$ cat src/rtl/lut_cell_pkg.sv
package lut_cell_pkg;

  // Default number of logic inputs of one cell.
  parameter int DEFAULT_LUT_INPUTS = 4;

  // Strobes from the configuration control to the datapath.
  typedef struct packed {
    logic shiftEn;    // move the chain by one position
    logic loadInit;   // flip-flop takes its configured start value
    logic captureEn;  // flip-flop samples the table result
    logic forceZero;  // hold the cell output low
  } cellStrobes_t;

  // Phase of the configuration control.
  typedef enum logic {
    PH_RUN   = 1'b0,
    PH_SHIFT = 1'b1
  } cfgPhase_t;

endpackage

$ cat src/rtl/lut_mux_tree.sv
module lut_mux_tree #(
  parameter int SEL_BITS = 4
) (
  input  logic [(1<<SEL_BITS)-1:0] tableBits,
  input  logic [SEL_BITS-1:0]      sel,
  output logic                     result
);

  localparam int LEAVES = 1 << SEL_BITS;

  // Level 0 holds the stored bits. Each later level halves the width,
  // steered by one select bit, starting from the least significant one.
  for (genvar lv = 0; lv <= SEL_BITS; lv++) begin : g_lvl
    logic [(LEAVES >> lv)-1:0] node;
    if (lv == 0) begin : g_leaf
      assign node = tableBits;
    end else begin : g_mux
      for (genvar i = 0; i < (LEAVES >> lv); i++) begin : g_pair
        assign node[i] = sel[lv-1] ? g_lvl[lv-1].node[2*i+1]
                                   : g_lvl[lv-1].node[2*i];
      end
    end
  end

  assign result = g_lvl[SEL_BITS].node[0];

endmodule

$ cat src/rtl/lut_cell_ctrl.sv
module lut_cell_ctrl
  import lut_cell_pkg::*;
(
  input  logic         clk,
  input  logic         rstN,
  input  logic         cfgEn,
  output cellStrobes_t strobes
);

  cfgPhase_t phaseQ;

  // Records whether the previous edge saw the configuration enable high.
  always_ff @(posedge clk or negedge rstN) begin
    if (!rstN) begin
      phaseQ <= PH_RUN;
    end else begin
      phaseQ <= cfgEn ? PH_SHIFT : PH_RUN;
    end
  end

  logic releaseEdge;
  assign releaseEdge = !cfgEn && (phaseQ == PH_SHIFT);

  always_comb begin
    strobes           = '0;
    strobes.shiftEn   = cfgEn;
    strobes.loadInit  = releaseEdge;
    strobes.captureEn = !cfgEn && (phaseQ == PH_RUN);
    strobes.forceZero = cfgEn || (phaseQ == PH_SHIFT);
  end

endmodule

$ cat src/rtl/lut_cell_datapath.sv
module lut_cell_datapath
  import lut_cell_pkg::*;
#(
  parameter int LUT_INPUTS = DEFAULT_LUT_INPUTS
) (
  input  logic                           clk,
  input  logic                           rstN,
  input  logic                           cfgIn,
  input  logic [LUT_INPUTS-1:0]          lutIn,
  input  cellStrobes_t                   strobes,
  output logic                           cfgOut,
  output logic                           cellOut,
  output logic [(1<<LUT_INPUTS)+1:0]     chainBits,
  output logic                           regQ
);

  localparam int TABLE_DEPTH = 1 << LUT_INPUTS;
  localparam int CHAIN_LEN   = TABLE_DEPTH + 2;
  localparam int SEL_POS     = TABLE_DEPTH;
  localparam int INIT_POS    = TABLE_DEPTH + 1;

  logic [CHAIN_LEN-1:0]   chainQ;
  logic [TABLE_DEPTH-1:0] tableBits;
  logic                   outSel;
  logic                   initVal;
  logic                   lutResult;

  // Configuration chain: new bits enter at position 0, oldest leaves at the top.
  always_ff @(posedge clk or negedge rstN) begin
    if (!rstN) begin
      chainQ <= '0;
    end else if (strobes.shiftEn) begin
      chainQ <= {chainQ[CHAIN_LEN-2:0], cfgIn};
    end
  end

  assign tableBits = chainQ[TABLE_DEPTH-1:0];
  assign outSel    = chainQ[SEL_POS];
  assign initVal   = chainQ[INIT_POS];

  lut_mux_tree #(
    .SEL_BITS (LUT_INPUTS)
  ) u_tree (
    .tableBits (tableBits),
    .sel       (lutIn),
    .result    (lutResult)
  );

  // Cell flip-flop.
  always_ff @(posedge clk or negedge rstN) begin
    if (!rstN) begin
      regQ <= 1'b0;
    end else if (strobes.loadInit) begin
      regQ <= initVal;
    end else if (strobes.captureEn) begin
      regQ <= lutResult;
    end
  end

  always_comb begin
    if (strobes.forceZero) begin
      cellOut = 1'b0;
    end else if (outSel) begin
      cellOut = regQ;
    end else begin
      cellOut = lutResult;
    end
  end

  assign cfgOut    = chainQ[CHAIN_LEN-1];
  assign chainBits = chainQ;

endmodule

$ cat src/rtl/logic_tile_cell.sv
module logic_tile_cell
  import lut_cell_pkg::*;
#(
  parameter int LUT_INPUTS = DEFAULT_LUT_INPUTS
) (
  input  logic                  clk,
  input  logic                  rstN,
  input  logic                  cfgEn,
  input  logic                  cfgIn,
  input  logic [LUT_INPUTS-1:0] lutIn,
  output logic                  cfgOut,
  output logic                  cellOut
);

  localparam int CHAIN_LEN = (1 << LUT_INPUTS) + 2;

  cellStrobes_t         strobes;
  logic [CHAIN_LEN-1:0] chainBits;
  logic                 regQ;

  lut_cell_ctrl u_ctrl (
    .clk     (clk),
    .rstN    (rstN),
    .cfgEn   (cfgEn),
    .strobes (strobes)
  );

  lut_cell_datapath #(
    .LUT_INPUTS (LUT_INPUTS)
  ) u_dp (
    .clk       (clk),
    .rstN      (rstN),
    .cfgIn     (cfgIn),
    .lutIn     (lutIn),
    .strobes   (strobes),
    .cfgOut    (cfgOut),
    .cellOut   (cellOut),
    .chainBits (chainBits),
    .regQ      (regQ)
  );

endmodule

$ cat config.mk
export PLATFORM = sky130hd
export DESIGN_NAME = logic_tile_cell
export DESIGN_NICKNAME = d
export VERILOG_FILES = /design/src/rtl/lut_cell_pkg.sv /design/src/rtl/lut_mux_tree.sv /design/src/rtl/lut_cell_ctrl.sv /design/src/rtl/lut_cell_datapath.sv /design/src/rtl/logic_tile_cell.sv
export SDC_FILE = /design/constraint.sdc
export NUM_CORES = 1
export LEC_CHECK = 0
export BUFFER_PORTS_ARGS = -buffer_cell sky130_fd_sc_hd__buf_2
export CAP_MARGIN = 20
export CORE_MARGIN = 5
export CORE_UTILIZATION = 60
export CTS_CLUSTER_DIAMETER = 120
export DETAILED_ROUTE_END_ITERATION = 6
export HOLD_SLACK_MARGIN = 0.08
export PLACE_DENSITY = 0.81
export SKIP_LAST_GASP = 1
export SYNTH_ARGS = -nofsm -noshare
export SYNTH_HDL_FRONTEND = slang
export SYNTH_HIERARCHICAL = 1
export SYNTH_SLANG_ARGS = --single-unit
$ cat constraint.sdc
create_clock -name clk -period 2.31 [get_ports clk]
set_clock_uncertainty 0.15 [all_clocks]
set_input_delay 0.231 -clock clk [delete_from_list [all_inputs] [get_ports clk]]
set_output_delay 0.231 -clock clk [all_outputs]
set_load 0.005 [all_outputs]
==> impl_metrics.toml, run 1 <==
[outcome]
outcome = "finished clean"

[finish]
multi_input_area_um2 = 427
layout-drive-gt1-share = 0.463
diodes = 0
ff_latch_area_um2 = 500
stdcell_count = 83
areaGrowthSynthToFinish_pct = 6.30
fillers = 118
design_area_um2 = 1030
final_core_util = 0.679
finalNetCount = 77

[global_route]
grt_max_degree = 23
antenna_found_initial = 0
grt_overflow = 0
grt_pass1_vias = 532
grt_usage = 0.121
grt_pass1_wl_um = 2370

[cts]
clkTransAtPathRegs_ps = 100
root_buffer = "clkbuf_4"
cts_buffers = 3
post_cts_buffers = 0
cts.path.max_buffers = 2
cts_tree = "done"
cts_max_level = 1
clock_latency_ps = 290
clkSinkCount = 20

[synth]
synth_area_um2 = 973
syn_inst = 57
avgSynthCellArea_um2 = 17.1
yosysWarningCount = 6
synth_nets = 65

[power_and_ir_drop]
p_per_area_nw_per_um2 = 997
ir_drop_v = 0.000531
p_leak_nw = 0.497
report.power.total_mw = 1.03

[drt]
m1WireLength_um = 652
wl_um = 1350
highest_layer = "met4"
wl_per_cell_um = 16.3
ant_nets = 0
dr_total_vias = 479
wl_met3_um = 68
viasPerCell = 5.77
wl_met2_um = 616
drc = 0
dr.pass1.iters = 1
drt_iter0_drc = 0

[timing]
period_share = 0.932
tns_ps = 0
fmax_mhz = 465
finalMaxSlewViolations = 0
hold_viol = 0
slew_headroom = 0.645
rsz0062_at_grt = "false"
hold_ws_ps = 184
layout_min_cycle_time_ps = 2150
fin_ws_ps = 157
setup_viol = 0
worst_pin_slew_ps = 532

[die]
io_pins = 10
die_area_um2 = 2530
start_util = 0.639
die_width_um = 50.3
die_y_um = 50.3
core_area_um2 = 1520
rows = 14

[placement]
port_buffers = 9
post-place-cells = 78
dpl-instance-area_um2 = 992
dpl.hpwl_um = 927
dpl_worst_slack_ps = 406
globalplace.congestion = 0.696

[critical_path]
crit_arrival_ps = 1770
reg2reg_setup_slack_ps = 660
worst_setup_path_start_kind = "flip-flop"
crit_family = "multiplexers"
critPathMostFrequentCell = "mux2i_1"
cp_slowest_stage_delay_ps = 520
path_class = "flip-flop to output pin"
worst_path_max_delay_cell = "mux4_1"
path_cells = "mux4_1, mux2i_1, mux2i_1, mux2i_1, nor2_1, buf_2"
crit_path_end_kind = "output pin"
required_ps = 1930
path_buf_inv = 1
path_max_fanout = 3

[run]
drv_cap = 0

[min_path]
holdCritPathClass = "input pin to flip-flop"
==> layer usage <==
layer  global-route usage  vias to the layer above
met4               0.0393                        0
met3               0.0414                        2
met1                0.158                      238
li1                     -                      230
met5                    0                        -
met2                0.188                        9
==> path summary, 6_finish.rpt <==
check | startpoint | to | cells after the start
setup / recovery | u_dp/chainBits[5]$_DFFE_PN0P_ | cellOut | 6
hold / removal | cfgEn | u_ctrl/phaseQ$_DFF_PN0_ | 1
setup reg to reg | u_dp/chainBits[5]$_DFFE_PN0P_ | u_dp/regQ$_DFFE_PN0P_ | 5
hold reg to reg | u_dp/chainBits[17]$_DFFE_PN0P_ | u_dp/regQ$_DFFE_PN0P_ | 2
max in group asynchronous | rstN | u_dp/chainBits[0]$_DFFE_PN0P_ | 2
min in group asynchronous | rstN | u_dp/chainBits[5]$_DFFE_PN0P_ | 2
==> placed cells by master (no fill, tap or decap) <==
master and count:
nand2_1 1, mux2_2 8, and2b_2 1, mux2_4 10, clkbuf_4 3, o21ai_0 1
buf_2 9, nor2_1 2, dfrtp_1 20, mux4_1 4, dlygate4sd3_1 2, or2_1 1
mux2i_1 5
==> flip-flops by register name (all words and copies together) (netlist names) <==
signal and count:
u_dp/chainBits 18, u_ctrl/phaseQ 1, u_dp/regQ 1
==> worst reg2reg max path, cell delays in order (launching register included) <==
cell and delay (ps):
dfrtp_1 400, mux4_1 520, mux2i_1 140, mux2i_1 110, mux2i_1 130, o21ai_0 80
==> final cells by class <==
type | instances | area share
flip-flops and latches | 20 | 0.484
repair buffers | 11 | 0.0629
well taps | 16 | 0.0193
multi-input cells | 33 | 0.412
clock buffers | 3 | 0.0218
==> report_power, final <==
| part | internal (mW) | total [mW] | switching [mW] | leakage (nW) |
|---|---|---|---|---|
| Sequential | 0.483 | 0.579 | 0.0964 | 0.240 |
| Combinational | 0.217 | 0.298 | 0.0804 | 0.244 |
| Clock | 0.0606 | 0.155 | 0.0939 | 0.0138 |
==> repair_timing <==
item	in CTS	in global routing
resized for setup	0	0
hold buffers	2	0
setup endpoints to repair	0	0
hold endpoints to repair	21	0
No activity file was read; power rests on OpenSTA's default activity.
==> run 2: changes to the inputs <==
- CORE_ASPECT_RATIO: default -> 0.7
- CORE_UTILIZATION: 60 -> 50
- PLACE_DENSITY: 0.81 -> 0.72
- clock period: 2.31 -> 1.8 ns (I/O delays scaled with it)
==> impl_metrics.toml, run 2 (synthesis results as in run 1) <==
[outcome]
outcome = "finished with violations"
failed_checks = "setup timing"

[die]
die_area_um2 = 2940
start_util = 0.525
die_y_um = 46.9
io_pins = 10
core_area_um2 = 1850
die_width_um = 62.7
rows = 13

[global_route]
grt_pass1_vias = 531
grt_pass1_wl_um = 2530
grt_usage = 0.115
grt_max_degree = 23
grt_overflow = 0
antenna_found_initial = 0

[finish]
areaGrowthSynthToFinish_pct = 13.2
layout-drive-gt1-share = 0.553
most-common-layout-cells = "dfrtp_1, mux2_4, buf_2, buf_4, mux2_2"
finalNetCount = 86
diodes = 0
final_common_cell = "dfrtp_1"
largest_register_ffs = 18

[critical_path]
crit_family = "multiplexers"
cp.depth = 6
path_class = "flip-flop to output pin"
crit_path_end_kind = "output pin"
worst_setup_path_start_kind = "flip-flop"
crit_arrival_ps = 1760
path_cells = "mux4_2, mux2i_1, mux2i_1, mux2i_1, nor2_1, buf_2"
cp_slowest_stage_delay_ps = 500
required_ps = 1470
r2r_cells = 5
path_buf_inv = 1
critPathMostFrequentCell = "mux2i_1"
path_max_fanout = 2
worst_path_max_delay_cell = "mux4_2"

[timing]
hold_viol = 0
period_share = 1.16
worst_pin_slew_ps = 534
hold_ws_ps = 138
fin_ws_ps = -289
rsz0062_at_grt = "true"
fmax_mhz = 479
finalMaxSlewViolations = 0
slew_headroom = 0.644
tns_ps = -289
setup_viol = 1
layout_min_cycle_time_ps = 2090

[min_path]
holdCritPathClass = "input pin to flip-flop"
holdPathStages = 1

[cts]
cts_tree = "done"
clock_latency_ps = 290
clkSinkCount = 20
cts_max_level = 1
cts.path.max_buffers = 2
cts_buffers = 3
clkTransAtPathRegs_ps = 90
root_buffer = "clkbuf_4"

[drt]
viasPerCell = 5.34
dr.pass1.iters = 3
wl_per_cell_um = 15.7
drt_iter0_drc = 8
dr_total_vias = 523
ant_nets = 0
drc = 0
wl_um = 1540

[power_and_ir_drop]
p_per_area_nw_per_um2 = 1330
ir_drop_v = 0.000783
report.power.total_mw = 1.47
p_leak_nw = 0.532

[placement]
port_buffers = 9
dpl.hpwl_um = 1060
globalplace.congestion = 0.673

[run]
drv_cap = 0
## run 2: changes by cell type in the layout (fill, tap and decap cells not counted), sizes merged
| cell | before | now |
|---|---|---|
| buf | 9 | 18 |
## run 2: metal layers
| layer | routed length [um] | part of all wire | GRT usage |
|---|---|---|---|
| met5 | 0 | 0 | 0 |
| met4 | 8 | 0.0052 | 0.0127 |
| met3 | 75 | 0.049 | 0.0526 |
| met2 | 710 | 0.46 | 0.194 |
| met1 | 744 | 0.48 | 0.145 |
## run 2: final cells by class
| cell class | count | area [um^2] |
|---|---|---|
| multi-input cells | 33 | 419 |
| fillers | 162 | 752 |
| clock buffers | 3 | 22.5 |
| repair buffers | 20 | 133 |
| flip-flops and latches | 20 | 500 |
| well taps | 22 | 27.5 |
## run 2: worst paths after layout
check	start	to	slack, ps
worst max-delay path	u_dp/chainBits[7]$_DFFE_PN0P_	cellOut	-290
worst min-delay path	cfgEn	u_ctrl/phaseQ$_DFF_PN0_	140
worst max register to register	u_dp/chainBits[7]$_DFFE_PN0P_	u_dp/regQ$_DFFE_PN0P_	160
worst min register to register	u_dp/chainBits[17]$_DFFE_PN0P_	u_dp/regQ$_DFFE_PN0P_	380
max in group asynchronous	rstN	u_dp/chainBits[3]$_DFFE_PN0P_	980
min in group asynchronous	rstN	u_dp/chainBits[11]$_DFFE_PN0P_	210
## run 2: timing repair
action	CTS	global route
hold buffers	2	0
buffers inserted	2	0
pin swaps	0	0
setup endpoints to repair	1	1
endpoints found under the hold margin	21	0
resized for setup	2	0
## run 2: through the flow
stage / cell area [um^2] / util / setup slack [ps] / instances
2_1_floorplan: 973 / - / 230 / 57
3_3_place_gp: 1050 / 0.567 / 24.2 / 91
3_5_place_dp: 1050 / 0.567 / -51.3 / 91
4_1_cts: 1100 / 0.594 / -311 / 98
5_1_grt: 1100 / 0.594 / -439 / 98
6_report: 1100 / 0.594 / -289 / 98
## run 2: power by group
part           internal, mW  total, mW  switching, mW
clock network        0.0777      0.202          0.124
logic                 0.378      0.536          0.158
registers             0.619      0.729          0.110
==> run 3: changes to the inputs <==
- ABC_AREA: default -> 1
- CORE_UTILIZATION: 50 -> 51
- GPL_TIMING_DRIVEN: default -> 0
- PLACE_DENSITY: 0.72 -> 0.73
==> impl_metrics.toml, run 3 <==
[outcome]
outcome = "finished clean"

[cts]
cts_max_level = 1
cts_tree = "done"
root_buffer = "clkbuf_4"
clkSinkCount = 20
clock_latency_ps = 300
ctsResizeCount = 0
clkTransAtPathRegs_ps = 110
cts_buffers = 3
cts.path.max_buffers = 2

[finish]
fillers = 202
diodes = 0
areaGrowthSynthToFinish_pct = 13.8
stdcell_count = 180
finalNetCount = 165
layout-drive-gt1-share = 0.282
most-common-layout-cells = "nand2_1, inv_1, dfrtp_1"
largest_register_ffs = 18
ff_latch_area_um2 = 500
final_common_cell = "nand2_1"
multi_input_area_um2 = 400

[die]
start_util = 0.523
io_pins = 10
die_y_um = 48.9
rows = 14
die_area_um2 = 3200
core_area_um2 = 2100
die_width_um = 65.5

[critical_path]
worst_setup_path_start_kind = "flip-flop"
required_ps = 1470
crit_arrival_ps = 1390
path_max_fanout = 3
path_class = "flip-flop to output pin"
crit_path_end_kind = "output pin"

[power_and_ir_drop]
report.power.total_mw = 1.06
seqPwrFrac = 0.526
pwr-share-comb = 0.227
swShare = 0.302
p_int_mw = 0.740
p_leak_nw = 0.674
p_sw_mw = 0.320
ir_drop_v = 0.000453
clock_power_share = 0.246
p_per_area_nw_per_um2 = 847

[placement]
globalplace.congestion = 0.858
dpl.hpwl_um = 1460
port_buffers = 8
dpl_worst_slack_ps = 411
post-place-cells = 171

[synth]
syn_inst = 139
synth_area_um2 = 1100
avgSynthCellArea_um2 = 7.91
yosysWarningCount = 6
synth_nets = 147

[timing]
fmax_mhz = 581
worst_pin_slew_ps = 437
finalMaxSlewViolations = 0
hold_ws_ps = 187
setup_viol = 0
layout_min_cycle_time_ps = 1720
period_share = 0.956
fin_ws_ps = 79.0
rsz0062_at_grt = "true"
slew_headroom = 0.708
hold_viol = 0

[global_route]
antenna_found_initial = 0
grt_pass1_wl_um = 3610
grt_usage = 0.152
grt_overflow = 0
grt_pass1_vias = 793
grt_max_degree = 21

[drt]
wl_um = 2130
ant_nets = 0
wl_per_cell_um = 11.8
drc = 0
viasPerCell = 4.59
dr_total_vias = 827
drt_iter0_drc = 23
dr.pass1.iters = 4

[run]
drv_cap = 0

[min_path]
holdCritPathClass = "input pin to async pin"
run 3: critical path: stages (launching register included):
cell,delay (ps)
dfrtp_1,400
inv_2,40
nand2_2,50
nand3_1,60
nand3_1,90
nand3_1,70
nand2_1,80
nand2_1,60
a21oi_1,110
buf_2,130
run 3: path summary, 6_finish.rpt:
check	to	from	slack, ps	depth (start not counted)
worst min register to register	u_dp/chainBits[14]$_DFFE_PN0P_	u_dp/chainBits[13]$_DFFE_PN0P_	400	2
worst min-delay path	u_dp/chainBits[10]$_DFFE_PN0P_	rstN	190	2
min in group clk	u_dp/regQ$_DFFE_PN0P_	lutIn[3]	190	7
worst max register to register	u_dp/regQ$_DFFE_PN0P_	u_dp/chainBits[15]$_DFFE_PN0P_	540	10
worst max-delay path	cellOut	u_dp/chainBits[4]$_DFFE_PN0P_	80	9
max in group asynchronous	u_dp/chainBits[1]$_DFFE_PN0P_	rstN	1010	2
run 3: area by class of cell:
cell class | instances | area share
Buffer | 7 | 0.0570
Sequential cell | 20 | 0.400
Inverter | 32 | 0.102
Timing Repair Buffer | 13 | 0.0680
Tap cell | 24 | 0.0240
Clock buffer | 4 | 0.0290
Multi-Input combinational cell | 80 | 0.320
run 3: what timing repair did:
action / in CTS / in global routing
hold endpoints to repair: 22 / 0
hold buffers: 3 / 0
endpoints found under the setup margin: 0 / 1
setup buffers: 0 / 2
run 3: per-stage QoR:
| stage | cell area, um^2 | setup TNS [ps] | util |
|---|---|---|---|
| 2_1_floorplan | 1100 | 0 | - |
| 3_3_place_gp | 1170 | 0 | 0.557 |
| 3_5_place_dp | 1170 | 0 | 0.557 |
| 4_1_cts | 1240 | 0 | 0.588 |
| 5_1_grt | 1250 | -51.7 | 0.595 |
| 6_report | 1250 | 0 | 0.595 |
run 3: power by group through the flow:
| stage | sequential (mW) | clock, mW | combinational [mW] |
|---|---|---|---|
| 2_1_floorplan | 0.555 | 0 | 0.175 |
| 3_3_place_gp | 0.567 | 0 | 0.219 |
| 3_5_place_dp | 0.568 | 0 | 0.225 |
| 4_1_cts | 0.561 | 0.273 | 0.229 |
| 5_1_grt | 0.567 | 0.295 | 0.274 |
| 6_report | 0.558 | 0.261 | 0.241 |
run 3: per-layer routing:
layer  part of all wire  GRT usage
met1               0.51      0.200
met5                  0          0
met3              0.040     0.0553
met2               0.43      0.229
met4              0.016     0.0517
